[config.mk]
export PLATFORM = sky130hd
export DESIGN_NAME = cis_timing_gen
export DESIGN_NICKNAME = d
export VERILOG_FILES = /design/src/rtl/cis_tg_pkg.sv /design/src/rtl/cis_tg_cfg.sv /design/src/rtl/cis_tg_counter.sv /design/src/rtl/cis_tg_decode.sv /design/src/rtl/cis_timing_gen.sv
export SDC_FILE = /design/constraint.sdc
export NUM_CORES = 1
export LEC_CHECK = 0
export BUFFER_PORTS_ARGS = -buffer_cell sky130_fd_sc_hd__buf_4
export CELL_PAD_IN_SITES_DETAIL_PLACEMENT = 1
export CELL_PAD_IN_SITES_GLOBAL_PLACEMENT = 2
export CORE_MARGIN = 2
export CORE_UTILIZATION = 40
export CTS_CLUSTER_DIAMETER = 50
export DETAILED_ROUTE_END_ITERATION = 16
export PLACE_DENSITY = 0.93
export SKIP_CTS_REPAIR_TIMING = 1
export SYNTH_ARGS = -nofsm -noshare
export SYNTH_HDL_FRONTEND = slang
export SYNTH_SLANG_ARGS = --single-unit
[constraint.sdc]
create_clock -name clk -period 10 [get_ports clk]
set_input_delay 0.5 -clock clk [delete_from_list [all_inputs] [get_ports clk]]
set_output_delay 0.5 -clock clk [all_outputs]
set_load 0.005 [all_outputs]
[src/rtl/cis_tg_pkg.sv]
package cis_tg_pkg;
  parameter int DIV_W  = 16;
  parameter int LINE_W = 16;
  parameter int DIE_W  = 5;
  parameter int SET_W  = 8;
  parameter int MIN_DIV = 4;

  typedef struct packed {
    logic [DIV_W-1:0]  div;
    logic [DIV_W-1:0]  hi;
    logic [DIV_W-1:0]  pos;
    logic [LINE_W-1:0] npix;
    logic [LINE_W-1:0] line;
    logic              short_req;
  } tg_cfg_t;
endpackage

[src/rtl/cis_tg_cfg.sv]
// Clamps raw configuration into an effective, self-consistent set.
module cis_tg_cfg
  import cis_tg_pkg::*;
#(
  parameter int MAX_DIES    = 16,
  parameter int PIX_PER_DIE = 96
) (
  input  logic [DIV_W-1:0]  div_raw,
  input  logic              half_raw,
  input  logic [LINE_W-1:0] line_raw,
  input  logic [DIE_W-1:0]  die_raw,
  input  logic [SET_W-1:0]  settle_raw,
  output tg_cfg_t           cfg
);
  localparam logic [DIV_W-1:0] DIV_FLOOR = DIV_W'(MIN_DIV);
  localparam logic [DIV_W-1:0] ONE_D     = DIV_W'(1);
  localparam logic [DIE_W-1:0] DIE_MAX   = DIE_W'(MAX_DIES);
  localparam logic [DIE_W-1:0] DIE_ONE   = DIE_W'(1);

  logic [DIV_W-1:0]  div_e;
  logic [DIV_W-1:0]  hi_e;
  logic [DIV_W:0]    pos_sum;
  logic [DIE_W-1:0]  dies_e;
  logic [LINE_W-1:0] npix_e;

  always_comb begin
    div_e   = (div_raw < DIV_FLOOR) ? DIV_FLOOR : div_raw;
    hi_e    = half_raw ? (div_e >> 1) : (div_e >> 2);
    pos_sum = {1'b0, hi_e} + (DIV_W+1)'(settle_raw);
    if (die_raw == '0)          dies_e = DIE_ONE;
    else if (die_raw > DIE_MAX) dies_e = DIE_MAX;
    else                        dies_e = die_raw;
    npix_e  = LINE_W'(dies_e) * LINE_W'(PIX_PER_DIE);

    cfg.div       = div_e;
    cfg.hi        = hi_e;
    cfg.pos       = (pos_sum > {1'b0, div_e - ONE_D}) ? (div_e - ONE_D) : pos_sum[DIV_W-1:0];
    cfg.npix      = npix_e;
    cfg.short_req = (line_raw < npix_e);
    cfg.line      = cfg.short_req ? npix_e : line_raw;
  end
endmodule

[src/rtl/cis_tg_counter.sv]
// System-cycle phase counter within a shift period, and pixel counter within a line.
module cis_tg_counter
  import cis_tg_pkg::*;
(
  input  logic              clk,
  input  logic              rst_n,
  input  logic              enable,
  input  logic [DIV_W-1:0]  div,
  input  logic [LINE_W-1:0] line,
  output logic              run_q,
  output logic [DIV_W-1:0]  ph_q,
  output logic [LINE_W-1:0] pix_q,
  output logic              run_n,
  output logic [DIV_W-1:0]  ph_n,
  output logic [LINE_W-1:0] pix_n,
  output logic              start,
  output logic              wrap
);
  localparam logic [DIV_W-1:0]  ONE_D = DIV_W'(1);
  localparam logic [LINE_W-1:0] ONE_L = LINE_W'(1);

  always_comb begin
    start = enable && !run_q;
    wrap  = run_q && (ph_q == div - ONE_D);
    if (!enable) begin
      run_n = 1'b0;
      ph_n  = '0;
      pix_n = '0;
    end else if (start) begin
      run_n = 1'b1;
      ph_n  = '0;
      pix_n = '0;
    end else begin
      run_n = 1'b1;
      ph_n  = wrap ? '0 : ph_q + ONE_D;
      if (wrap) pix_n = (pix_q == line - ONE_L) ? '0 : pix_q + ONE_L;
      else      pix_n = pix_q;
    end
  end

  always_ff @(posedge clk) begin
    if (!rst_n) begin
      run_q <= 1'b0;
      ph_q  <= '0;
      pix_q <= '0;
    end else begin
      run_q <= run_n;
      ph_q  <= ph_n;
      pix_q <= pix_n;
    end
  end


  ph_range_chk: assert property (@(posedge clk) disable iff (!rst_n)
    run_q |-> (ph_q < div));
endmodule

[src/rtl/cis_tg_decode.sv]
// Registered output decode plus end-of-scan supervision.
module cis_tg_decode
  import cis_tg_pkg::*;
(
  input  logic              clk,
  input  logic              rst_n,
  input  logic              run_n,
  input  logic [DIV_W-1:0]  ph_n,
  input  logic [LINE_W-1:0] pix_n,
  input  logic [DIV_W-1:0]  hi_use,
  input  logic [DIV_W-1:0]  pos_use,
  input  logic [LINE_W-1:0] npix_use,
  input  logic              run_q,
  input  logic              wrap,
  input  logic [LINE_W-1:0] pix_q,
  input  logic [LINE_W-1:0] npix_q,
  input  logic              eos_in,
  output logic              shift_clk,
  output logic              cap_reset,
  output logic              start_pulse,
  output logic              adc_strobe,
  output logic              line_done,
  output logic              eos_error
);
  localparam logic [LINE_W-1:0] ONE_L = LINE_W'(1);

  logic last_pix;
  logic end_ev;
  logic eos_seen;

  always_comb begin
    last_pix = run_q && (pix_q == npix_q - ONE_L);
    end_ev   = run_n && wrap && last_pix;
  end

  always_ff @(posedge clk) begin
    if (!rst_n) begin
      shift_clk   <= 1'b0;
      cap_reset   <= 1'b0;
      start_pulse <= 1'b0;
      adc_strobe  <= 1'b0;
      line_done   <= 1'b0;
      eos_error   <= 1'b0;
      eos_seen    <= 1'b0;
    end else begin
      shift_clk   <= run_n && (ph_n < hi_use);
      cap_reset   <= run_n && (ph_n < hi_use);
      start_pulse <= run_n && (pix_n == '0);
      adc_strobe  <= run_n && (ph_n == pos_use) && (pix_n < npix_use);
      line_done   <= end_ev;
      if (end_ev && !(eos_seen || eos_in)) eos_error <= 1'b1;
      if (run_n && last_pix && !wrap) eos_seen <= eos_seen || eos_in;
      else                            eos_seen <= 1'b0;
    end
  end


  st_rise_chk: assert property (@(posedge clk) disable iff (!rst_n)
    $rose(start_pulse) |-> shift_clk);

  strobe_low_chk: assert property (@(posedge clk) disable iff (!rst_n)
    adc_strobe |-> !shift_clk);

  done_single_chk: assert property (@(posedge clk) disable iff (!rst_n)
    line_done |=> !line_done);

  eos_sticky_chk: assert property (@(posedge clk) disable iff (!rst_n)
    eos_error |=> eos_error);
endmodule

[src/rtl/cis_timing_gen.sv]
module cis_timing_gen
  import cis_tg_pkg::*;
#(
  parameter int MAX_DIES    = 16,
  parameter int PIX_PER_DIE = 96
) (
  input  logic              clk,
  input  logic              rst_n,
  input  logic              enable,
  input  logic [15:0]       div_cfg,
  input  logic              duty_half,
  input  logic [15:0]       line_cfg,
  input  logic [4:0]        die_cfg,
  input  logic [7:0]        settle_cfg,
  input  logic              eos_in,
  output logic              shift_clk,
  output logic              start_pulse,
  output logic              cap_reset,
  output logic              adc_strobe,
  output logic              line_done,
  output logic              short_line,
  output logic              eos_error
);
  tg_cfg_t cfg_raw;
  tg_cfg_t cfg_q;
  tg_cfg_t cfg_use;

  logic              run_q, run_n, start, wrap;
  logic [DIV_W-1:0]  ph_q, ph_n;
  logic [LINE_W-1:0] pix_q, pix_n;

  cis_tg_cfg #(.MAX_DIES(MAX_DIES), .PIX_PER_DIE(PIX_PER_DIE)) u_cfg (
    .div_raw   (DIV_W'(div_cfg)),
    .half_raw  (duty_half),
    .line_raw  (LINE_W'(line_cfg)),
    .die_raw   (DIE_W'(die_cfg)),
    .settle_raw(SET_W'(settle_cfg)),
    .cfg       (cfg_raw)
  );

  always_ff @(posedge clk) begin
    if (!rst_n) begin
      cfg_q      <= '0;
      short_line <= 1'b0;
    end else if (start) begin
      cfg_q <= cfg_raw;
      if (cfg_raw.short_req) short_line <= 1'b1;
    end
  end

  always_comb cfg_use = start ? cfg_raw : cfg_q;

  cis_tg_counter u_cnt (
    .clk   (clk),
    .rst_n (rst_n),
    .enable(enable),
    .div   (cfg_q.div),
    .line  (cfg_q.line),
    .run_q (run_q),
    .ph_q  (ph_q),
    .pix_q (pix_q),
    .run_n (run_n),
    .ph_n  (ph_n),
    .pix_n (pix_n),
    .start (start),
    .wrap  (wrap)
  );

  cis_tg_decode u_dec (
    .clk        (clk),
    .rst_n      (rst_n),
    .run_n      (run_n),
    .ph_n       (ph_n),
    .pix_n      (pix_n),
    .hi_use     (cfg_use.hi),
    .pos_use    (cfg_use.pos),
    .npix_use   (cfg_use.npix),
    .run_q      (run_q),
    .wrap       (wrap),
    .pix_q      (pix_q),
    .npix_q     (cfg_q.npix),
    .eos_in     (eos_in),
    .shift_clk  (shift_clk),
    .cap_reset  (cap_reset),
    .start_pulse(start_pulse),
    .adc_strobe (adc_strobe),
    .line_done  (line_done),
    .eos_error  (eos_error)
  );


  line_min_chk: assert property (@(posedge clk) disable iff (!rst_n)
    run_q |-> (cfg_q.line >= cfg_q.npix));

  short_sticky_chk: assert property (@(posedge clk) disable iff (!rst_n)
    short_line |=> short_line);

  cfg_hold_chk: assert property (@(posedge clk) disable iff (!rst_n)
    (run_q && !start) |=> $stable(cfg_q));
endmodule

# After elaboration in Yosys (flattened, before gate mapping)
# Index checks and enable logic that the tools add are counted.
[totals]
word_cells = 69
in_bits = 50
output_inout_bits = 7
register_bits = 121
[op_classes]
n_reduce_logical = 20
muxes = 15
n_eq_ne = 4
n_addsub = 7
magnitude_cmp = 6
n_mul = 1
[op_table]
columns = ["cell", "n"]
rows = [
  ["2-to-1 mux 16 bit", 10],
  ["2-to-1 mux 65 bit", 1],
  ["equality test 16 bit", 4],
  ["subtractor 16 x 1 -> 16 bit, second input constant", 4],
  ["adder 16 x 1 -> 16 bit, second input constant", 2],
  ["less-than comparator 16 bit", 2],
  ["adder 16 x 8 -> 17 bit", 1],
  ["greater-than comparator 17 x 16 -> 1 bit", 1],
  ["zero test 16 bit", 1],
  ["less-than comparator 16 x 12 -> 1 bit", 1],
  ["less-than comparator 16 x 3 -> 1 bit, second input constant", 1],
  ["2-to-1 mux 15 bit", 1],
  ["logical AND 1 bit", 12],
  ["2-to-1 mux 5 bit", 2],
  ["multiplier 5 x 2 -> 7 bit, second input constant", 1],
  ["greater-than comparator 5 bit, second input constant", 1],
  ["zero test 5 bit", 1],
  ["AND reduction 2 bit", 2],
  ["zero test 1 bit", 3],
  ["logical OR 1 bit", 1],
  ["2-to-1 mux 1 bit", 1],
]

# Longest topological paths before layout
# Gate-level depths: netlist of run 1.
[logic_depth]
depth_word = 10
ltp_mapped = 30
mapped_depth_nobuf = 27

# Modules after synthesis
# Synthesis of run 1 repeated with hierarchy kept, for this count alone.
[hier_totals]
cells_unflattened = 1157
area_unflattened_um2 = 10049.6
[modules_own_cells]
columns = ["mod", "seq_area_each_um2", "area_each_um2", "n_inst", "cells_per_inst"]
rows = [
  ["cis_timing_gen", 1621.6, 3290.7, 1, 260],
  ["cis_tg_counter", 660.6, 2856.5, 1, 368],
  ["cis_tg_cfg", 0.0, 2203.4, 1, 308],
  ["cis_tg_decode", 120.1, 1699.1, 1, 221],
]

# Worst setup path after synthesis of run 1
# Ideal clock, no wire load.
[synth_timing]
kind = "input to register"
from = "input port div_cfg[9]"
to = "register u_dec.adc_strobe"
path_slack_ns = 3.631
path_buffers = 3
arrival_time_ns = 6.282
stages = 28
cell_sequence = "clkbuf_1 > or4_1 > nor3_2 > a21oi_1 > mux2i_1 > ha_1 > inv_1 > fa_1 > nor2b_1 > o2111ai_1 > nand4_1 > o211ai_1 > nor3_1 > xor2_1 > a221o_1 > ha_1 > a21o_1 > nand3_1 > o211ai_1 > o21ai_0 > clkbuf_1 > clkbuf_1 > nand3_1 > a22oi_1 > xnor2_1 > nor4b_2 > o2111ai_1 > nor4_2"
[synth_via]
elab_chain_len = 10
word_cells_on_any_way = 11
classes_between = "add/sub: 2; order compare: 2; eq/ne: 1; mux: 4; reduce/logical: 2"
[synth_lines]
columns = ["element", "line_no", "text"]
rows = [
  ["start: declaration", "cis_timing_gen.sv:10", "input logic [15:0] div_cfg,"],
  ["less-than comparator 16 x 3 -> 1 bit", "cis_tg_cfg.sv:27", "div_e = (div_raw < DIV_FLOOR) ? DIV_FLOOR : div_raw;"],
  ["2-to-1 mux 16 bit (*)", "cis_tg_cfg.sv:27", ""],
  ["2-to-1 mux 15 bit", "cis_tg_cfg.sv:28", "hi_e = half_raw ? (div_e >> 1) : (div_e >> 2);"],
  ["adder 16 x 8 -> 17 bit", "cis_tg_cfg.sv:29", "pos_sum = {1'b0, hi_e} + (DIV_W+1)'(settle_raw);"],
  ["greater-than comparator 17 x 16 -> 1 bit", "cis_tg_cfg.sv:37", "cfg.pos = (pos_sum > {1'b0, div_e - ONE_D}) ? (div_e - ONE_D) : pos_sum[DIV_W-1:0];"],
  ["2-to-1 mux 16 bit (*)", "cis_tg_cfg.sv:37", ""],
  ["2-to-1 mux 65 bit (*)", "--", ""],
  ["equality test 16 bit (*)", "cis_tg_decode.sv:49", "adc_strobe <= run_n && (ph_n == pos_use) && (pix_n < npix_use);"],
  ["logical AND 1 bit (*) (2 in a row)", "cis_tg_decode.sv:49", ""],
  ["end signal: assignment", "cis_tg_decode.sv:49", ""],
  ["end: declaration", "cis_tg_decode.sv:21", "output logic adc_strobe,"],
]
# Mark *: on every way between the ends. The rest lies on a longest branch, timed or not.
# A chain may end at the register's enable or synchronous reset.

# Final worst setup path of run 1
[layout_timing]
from = "input port div_cfg[10]"
to = "register u_dec.adc_strobe"
# Same word-level chain as after synthesis.

==> results of run 1 <==
==> synthesized netlist by cell type, types with 17 or more instances <==
master,n,area (sq um)
clkbuf_1,62,233
xnor2_1,83,727
inv_1,28,105
nand3_1,55,275
xor2_1,45,394
a21oi_1,83,415
o21ai_0,32,160
nor3_1,61,305
ha_1,70,876
and3_1,17,106
a21o_1,17,128
nand2_1,118,443
nor2_1,171,642
mux2i_1,21,210
nand4_1,19,119
nor4_1,19,119
dfxtp_1,120,2400
==> per-stage QoR <==
step	utilization [%]	cells
after global routing	46.1	1554
after floorplan	-	1226
after global placement	43.4	1522
final	46.1	1554
after CTS	46.1	1554
after detailed placement	43.4	1522
==> layer usage <==
metal  vias up  GRT usage [%]  part of all wire (%)
met4         0           10.4                   3.5
li1       4339              -                     -
met1      4339           28.8                    43
met5         -              0                     0
met3        57           3.49                   2.6
met2       146           45.1                    51
==> cell type report <==
type	count	share of cell area, %
multi-input combinational	999	62.0
sequential	120	22.9
timing repair buffer	62	4.43
clock buffer	20	4.26
tap	313	3.73
clock inverter	12	1.67
inverter	28	1.00
==> sequential cells by signal (all words and copies together), names as in the netlist <==
| register | count |
|---|---|
| u_dec.start_pulse | 1 |
| u_cnt.ph_q | 16 |
| u_dec.eos_error | 1 |
| short_line | 1 |
| cfg_q | 80 |
| u_cnt.pix_q | 16 |
| u_dec.eos_seen | 1 |
| u_cnt.run_q | 1 |
| u_dec.adc_strobe | 1 |
| u_dec.shift_clk | 1 |
| u_dec.line_done | 1 |
==> cells by family after synthesis <==
family,synth area share (%)
multiplexers,2.97
XOR/XNOR,12.0
adder cells (fa/ha/maj),9.80
flip-flops,25.7
AND/OR/NAND/NOR,29.6
AO/OA/AOI/OAI,15.1
buffers and inverters,4.77
==> critical path, stage by stage <==
cell and delay, ns:
buf_4 0.15, or4_1 0.57, nor3_2 0.53, a21oi_1 0.28
mux2i_1 0.28, ha_1 0.20, inv_1 0.06, fa_1 0.39
nor2b_1 0.19, o2111ai_1 0.16, nand4_1 0.11, o211ai_1 0.31
nor3_1 0.35, xor2_1 0.13, a221o_1 0.40, ha_1 0.21
a21o_1 0.17, nand3_1 0.07, o211ai_1 0.12, o21ai_1 0.63
mux2i_1 0.30, mux2i_1 0.13, or4_1 0.50, a31oi_1 0.20
nor4b_2 0.22, o2111ai_1 0.15, nor4_2 0.27
==> power by group <==
group / switching [mW] / internal (mW)
clock network: 0.240 / 0.423
registers: 0.0212 / 0.499
logic: 0.204 / 0.139
total: 0.465 / 1.06
==> layout by cell type, fill, tap and decap left out, types with 7 or more instances in the layout <==
cell type,synthesis,layout
nand4_1,19,19
o31ai_1,7,7
o21ai_0,32,31
nor3_1,61,61
a21o_1,17,17
and3_1,17,17
nand2b_1,11,10
nand2_1,118,118
and2_1,8,8
a211oi_1,14,14
or3_1,7,7
inv_1,28,27
mux2i_1,21,21
ha_1,70,70
nand3_1,55,55
nor2b_1,13,12
a31oi_1,8,8
buf_4,4,62
xor2_1,45,45
xnor2_1,83,83
nor4_1,19,19
dfxtp_1,120,120
a21oi_1,83,83
clkbuf_16,0,17
nor2_1,171,171
or4_1,11,11
==> worst paths after layout <==
check / startpoint / to / slack [ns]
worst max-delay path: div_cfg[10] / u_dec.adc_strobe / 2.76
worst max register to register: cfg_q[65] / u_dec.adc_strobe / 3.67
worst min-delay path: line_cfg[12] / cfg_q[13] / 0.33
worst min register to register: cfg_q[64] / cfg_q[64] / 0.45
==> metrics.txt, run 1 <==
Tcrit/Tclk final 72.4%; Final Skew 0.00698 ns; # nets final 1350; Worst EP arrival 7.58 ns; post-synthesis sequential element count 120; register area 2400 sq um; Port-buffer cells 56; Min-Delay Path Class in -> reg; final worst slack 2.76 ns; DRT Pass-1 Iters 4; yosys warns 0; Die W 157 microns; Chip Height 157 microns; Max Cap Violations 0; die area 24600 sq um; DR WL/cell 18.9 microns; critical setup path kind in -> reg; measured slew at the worst slew-check pin 1.12 ns; Worst-path clk slew 0.06 ns; final hold vios 0; RSZ-0062 raised after global routing no; worst vdd ir 0.0797 mV; CP Max Fanout 11; Critical Path Start Type primary input; number of global-route vias before repair 9123; worst r2r path cells 23; synthesized instance count 1226; final setup fails 0; ANT cells 0; worst skew pair latency 0.43 ns; run status finished clean; worst relative slew slack 25.0%; Total GRT Usage 24.7%; Max clock buf depth 2; Max Fclk 0.138 GHz; post-route cell area 10500 sq um; Placer Congestion 0.862; dpl ws 2.44 ns; sequential area share after synthesis 25.7%; EDFF count, synth 0; CP required 10.35 ns; Unique masters post-synth 83; PwrDens 145 nW/um^2; static leakage 4.13 nW; routed wire length 29300 microns; Mapped Avg Cell Area 7.62 sq um; ys async rst share 0%; initial antenna violation count 0; worst hold margin 0.330 ns; Num CTS Buffers 17; Net Count, Synth 1348; CTS HTree Levels 4; total vias in the final route 8881; DRT iter0 DRCs 420; synthesis-to-layout area growth 12.3%; # clock sinks 120; Core Area 22800 sq um; GR Overflow Total 0; ANT nets after route 0; Critical Path Sink Type flop; Fillers 2776; num rows 55; ys flop type dfxtp_1; Tot Pwr 1.53 mW; min cycle time layout 7.24 ns; TNS Setup 0 ns; layout cell share with drive strength beyond 1 10.3%; CTS tree yes; mapped cell area 9340 sq um; Clk Tree Root Cell clkbuf_16; largest net degree at the start of global routing 64; area of the multi-input gates 6510 sq um; max-slew violation count 0; number of top-level pins 57; first-pass GRT wire length 47700 microns; Post-DP Area 9870 sq um; hold path depth 3; DRC viols 0; Initial Util 41.0%; DPL Wire Length 22300 microns; Vias per Instance 5.71
No activity file was read; power rests on OpenSTA's default activity.
==> run 2: changes to the inputs <==
CORE_UTILIZATION = 33   (was 40)
PLACE_DENSITY = 0.83   (was 0.93)
clock period = 6.1 ns   (was 10 ns; I/O delays follow)
==> metrics.txt, run 2 (same netlist as run 1, synthesis figures left out) <==
met2 Resource Use GR 39.9%; largest registers in the final layout cfg_q x80, u_cnt.ph_q x16, u_cnt.pix_q x16; placed cell count 1620; Worst-path clk slew 0.07 ns; met1 usage 24.7%; Vias per Instance 5.38; Critical path buffers and inverters 4; final core occ 39.2%; Num CTS Buffers 17; most common cell after layout, fill and taps aside nor2_1; CP most frequent cell mux2i_1; die area 29700 sq um; DR WL/cell 18.6 microns; CP required 6.46 ns; routed wire length 30900 microns; Tcrit/Tclk final 93.0%; worst vdd ir 0.192 mV; RSZ-0062 raised after global routing no; Critical Path Sink Type flop; GR peak layer met2; CTS tree yes; met3 Use GR 4.10%; synthesis-to-layout area growth 16.8%; post-route cell area 10900 sq um; Initial Util 33.5%; TNS Setup 0 ns; worst relative slew slack 36.8%; Chip Height 172 microns; largest net degree at the start of global routing 63; measured slew at the worst slew-check pin 0.945 ns; PwrDens 225 nW/um^2; run status finished clean; Max Cap Violations 0; Worst EP arrival 6.03 ns; number of global-route vias before repair 9220; min cycle time layout 5.67 ns; Placer Congestion 0.893; Fillers 3442; static leakage 4.31 nW; DRT Pass-1 Iters 5; final worst slack 0.427 ns; first-pass GRT wire length 49100 microns; CTS HTree Levels 4; Worst Hold Launch line_cfg[0]; Post-Layout Cell Count 1658; DRT iter0 DRCs 265; delay-heaviest family, CP simple AND/OR/NAND/NOR gates; max-slew violation count 0; max FFs per register 80; final hold vios 0; RR Startpoint cfg_q[65]; worst skew pair latency 0.45 ns; # nets final 1389; launch point of the worst path div_cfg[14]; DRC viols 0; ANT nets after route 0; Port-buffer cells 56; layout cell share with drive strength beyond 1 14.4%; Max Fclk 0.176 GHz; DPL Wire Length 23600 microns; critical setup path kind in -> reg; Tot Pwr 2.46 mW; CP Max Fanout 8; worst hold margin 0.113 ns; Min-Delay Path Class in -> reg; dpl ws -0.251 ns; GR Overflow Total 0; Total GRT Usage 21.4%; Crit-path slowest cell or4_4; Clk Tree Root Cell clkbuf_16; initial antenna violation count 0; Post-DP Area 10200 sq um; Critical Path Start Type primary input; Final Skew 0.0139 ns; worst reg2reg setup slack 0.46 ns; Reg with most FFs cfg_q; number of top-level pins 57; num rows 61; Max clock buf depth 2; Core Area 27900 sq um; Die W 172 microns; most frequent cells in the layout 170 x nor2_1, 120 x dfxtp_1, 118 x nand2_1; max incr delay on CP 0.56 ns; total vias in the final route 8918; # clock sinks 120; ANT cells 0; final setup fails 0
==> run 2: cell count changes in the layout (fill, tap and decap cells not counted), moves of 2 or more <==
cell       previous run  this run
buf_6                 0         2
ha_1                 70        68
inv_6                 0         6
buf_4                62        99
nor4b_2               2         0
o2111ai_2             0         2
ha_2                  0         2
bufinv_16             4         1
clkinv_4              2         4
a211oi_1             14        12
a211oi_2              1         3
nor4b_4               1         3
clkinv_2              3         0
o2111ai_1             5         3
==> run 2: power by group <==
group	leakage (nW)	switching (mW)	internal (mW)
clock	0.269	0.433	0.569
combinational	3.06	0.349	0.257
sequential	0.979	0.0330	0.817
==> run 2: worst paths after layout <==
path         cells past startpoint          endpoint
max                             29  u_dec.adc_strobe
min                              3          cfg_q[1]
max reg2reg                     25  u_dec.adc_strobe
min reg2reg                      2         cfg_q[64]
==> run 2: final cells by class <==
cell class | instances | area (sq um) | share of cell area (%)
clock buffer | 18 | 429 | 3.93
tap | 378 | 473 | 4.33
multi-input combinational | 999 | 6600 | 60.5
timing repair buffer | 101 | 766 | 7.01
sequential | 120 | 2400 | 22.0
clock inverter | 14 | 140 | 1.28
inverter | 28 | 105 | 0.963
==> run 2: per-layer routing <==
metal	wire [microns]	up-vias
li1	-	4409
met1	13400	4350
met2	15900	113
met3	841	46
met4	655	0
met5	0	-
==> run 2: tightest hold or removal path, stage by stage <==
cell and delay, ns:
buf_4 0.10, nand3_1 0.05, a21oi_1 0.06
==> run 3: changes to the inputs <==
BUFFER_PORTS_ARGS = -buffer_cell sky130_fd_sc_hd__buf_2   (was -buffer_cell sky130_fd_sc_hd__buf_4)
CORE_UTILIZATION = 34   (was 33)
CTS_BUF_LIST = sky130_fd_sc_hd__clkbuf_8   (was default)
PLACE_DENSITY = 0.85   (was 0.83)
SLEW_MARGIN = 30   (was default)
==> metrics.txt, run 3 (same netlist as run 1, synthesis figures left out) <==
first-pass GRT wire length 49600 microns; routed wire length 31000 microns; Initial Util 34.7%; synthesis-to-layout area growth 13.2%; CP Max Fanout 5; number of top-level pins 57; Tcrit/Tclk final 92.8%; most common cell after layout, fill and taps aside nor2_1; Num CTS Buffers 17; Die W 170 microns; final worst slack 0.440 ns; Placer Congestion 0.873; Tot Pwr 2.23 mW; largest registers in the final layout cfg_q x80, u_cnt.ph_q x16, u_cnt.pix_q x16; largest net degree at the start of global routing 63; DR WL/cell 19.1 microns; post-route cell area 10600 sq um; delay-heaviest family, CP simple AND/OR/NAND/NOR gates; CTS tree yes; die area 28800 sq um; DRC viols 0; Reg with most FFs cfg_q; DPL Wire Length 23800 microns; final setup fails 0; measured slew at the worst slew-check pin 0.975 ns; Max Fclk 0.177 GHz; Crit-path slowest cell or4_4; total vias in the final route 8942; Post-Layout Cell Count 1622; dpl ws -0.201 ns; # nets final 1390; max incr delay on CP 0.54 ns; Port-buffer cells 56; Core Area 27000 sq um; Worst-path clk slew 0.09 ns; PwrDens 211 nW/um^2; final core occ 39.2%; most frequent cells in the layout 170 x nor2_1, 118 x nand2_1, 118 x dfxtp_1; Clk Tree Root Cell clkbuf_8; CP most frequent cell mux2i_1; Post-DP Area 10100 sq um; Final Skew 0.0185 ns; placed cell count 1588; max FFs per register 80; # clock sinks 120; Total GRT Usage 21.9%; register area 2400 sq um; Worst EP arrival 6.04 ns; Critical path buffers and inverters 4; max-slew violation count 0; final hold vios 0; initial antenna violation count 1; min cycle time layout 5.66 ns; Critical Path Start Type primary input; ANT nets after route 0; critical setup path kind in -> reg; run status finished clean; num rows 60; Vias per Instance 5.51; Fillers 3342; Min-Delay Path Class in -> reg; worst hold margin 0.0828 ns; layout cell share with drive strength beyond 1 14.5%; DRT iter0 DRCs 342; area of the multi-input gates 6590 sq um; GR Overflow Total 0; Max clock buf depth 2; Max Cap Violations 0; CTS HTree Levels 4; Chip Height 170 microns; number of global-route vias before repair 9281; Critical Path Sink Type flop; worst vdd ir 0.143 mV; ANT cells 0; DRT Pass-1 Iters 4; worst relative slew slack 34.8%; static leakage 4.20 nW; CP required 6.48 ns; worst skew pair latency 0.47 ns; TNS Setup 0 ns
-- run 3: changes by cell type in the layout (fill, tap and decap cells not counted), moves of 2 or more --
cell / previous run / this run
buf_2: 0 / 56
buf_4: 99 / 45
clkbuf_8: 0 / 18
clkbuf_16: 17 / 0
inv_6: 6 / 2
bufinv_16: 1 / 3
dfxtp_1: 120 / 118
dfxtp_2: 0 / 2
nor3_2: 2 / 4
-- run 3: cell type report --
| type | instances | area share [%] |
|---|---|---|
| Multi-Input combinational cell | 999 | 62.3 |
| Sequential cell | 120 | 22.7 |
| Timing Repair Buffer | 102 | 5.95 |
| Tap cell | 341 | 4.03 |
| Clock buffer | 18 | 2.34 |
| Clock inverter | 14 | 1.64 |
| Inverter | 28 | 0.994 |
-- run 3: path summary, 6_finish.rpt --
| kind | depth (start not counted) | startpoint | slack, ns | end |
|---|---|---|---|---|
| setup / recovery | 29 | div_cfg[10] | 0.44 | u_dec.adc_strobe |
| hold / removal | 3 | line_cfg[4] | 0.08 | cfg_q[5] |
| setup reg to reg | 23 | cfg_q[1] | 0.47 | u_dec.adc_strobe |
| hold reg to reg | 2 | cfg_q[64] | 0.45 | cfg_q[64] |
-- run 3: tightest hold or removal path, delay by kind of cell --
| family | cells | cell delay [ns] |
|---|---|---|
| buf+inv | 1 | 0.10 |
| simple gates | 1 | 0.05 |
| compound gates | 1 | 0.06 |
-- run 3: routing by layer --
layer  vias up  track usage [%]  part of all wire (%)
met3        49             3.24                   2.6
met4         2             7.95                   2.8
met2       123             40.6                    51
met1      4356             25.5                    43
met5         -                0                 0.042
li1       4412                -                     -
-- run 3: report_power, final --
group          switching, mW  internal (mW)
clock                  0.376          0.417
sequential            0.0337          0.816
combinational          0.347          0.243
total                  0.757           1.48
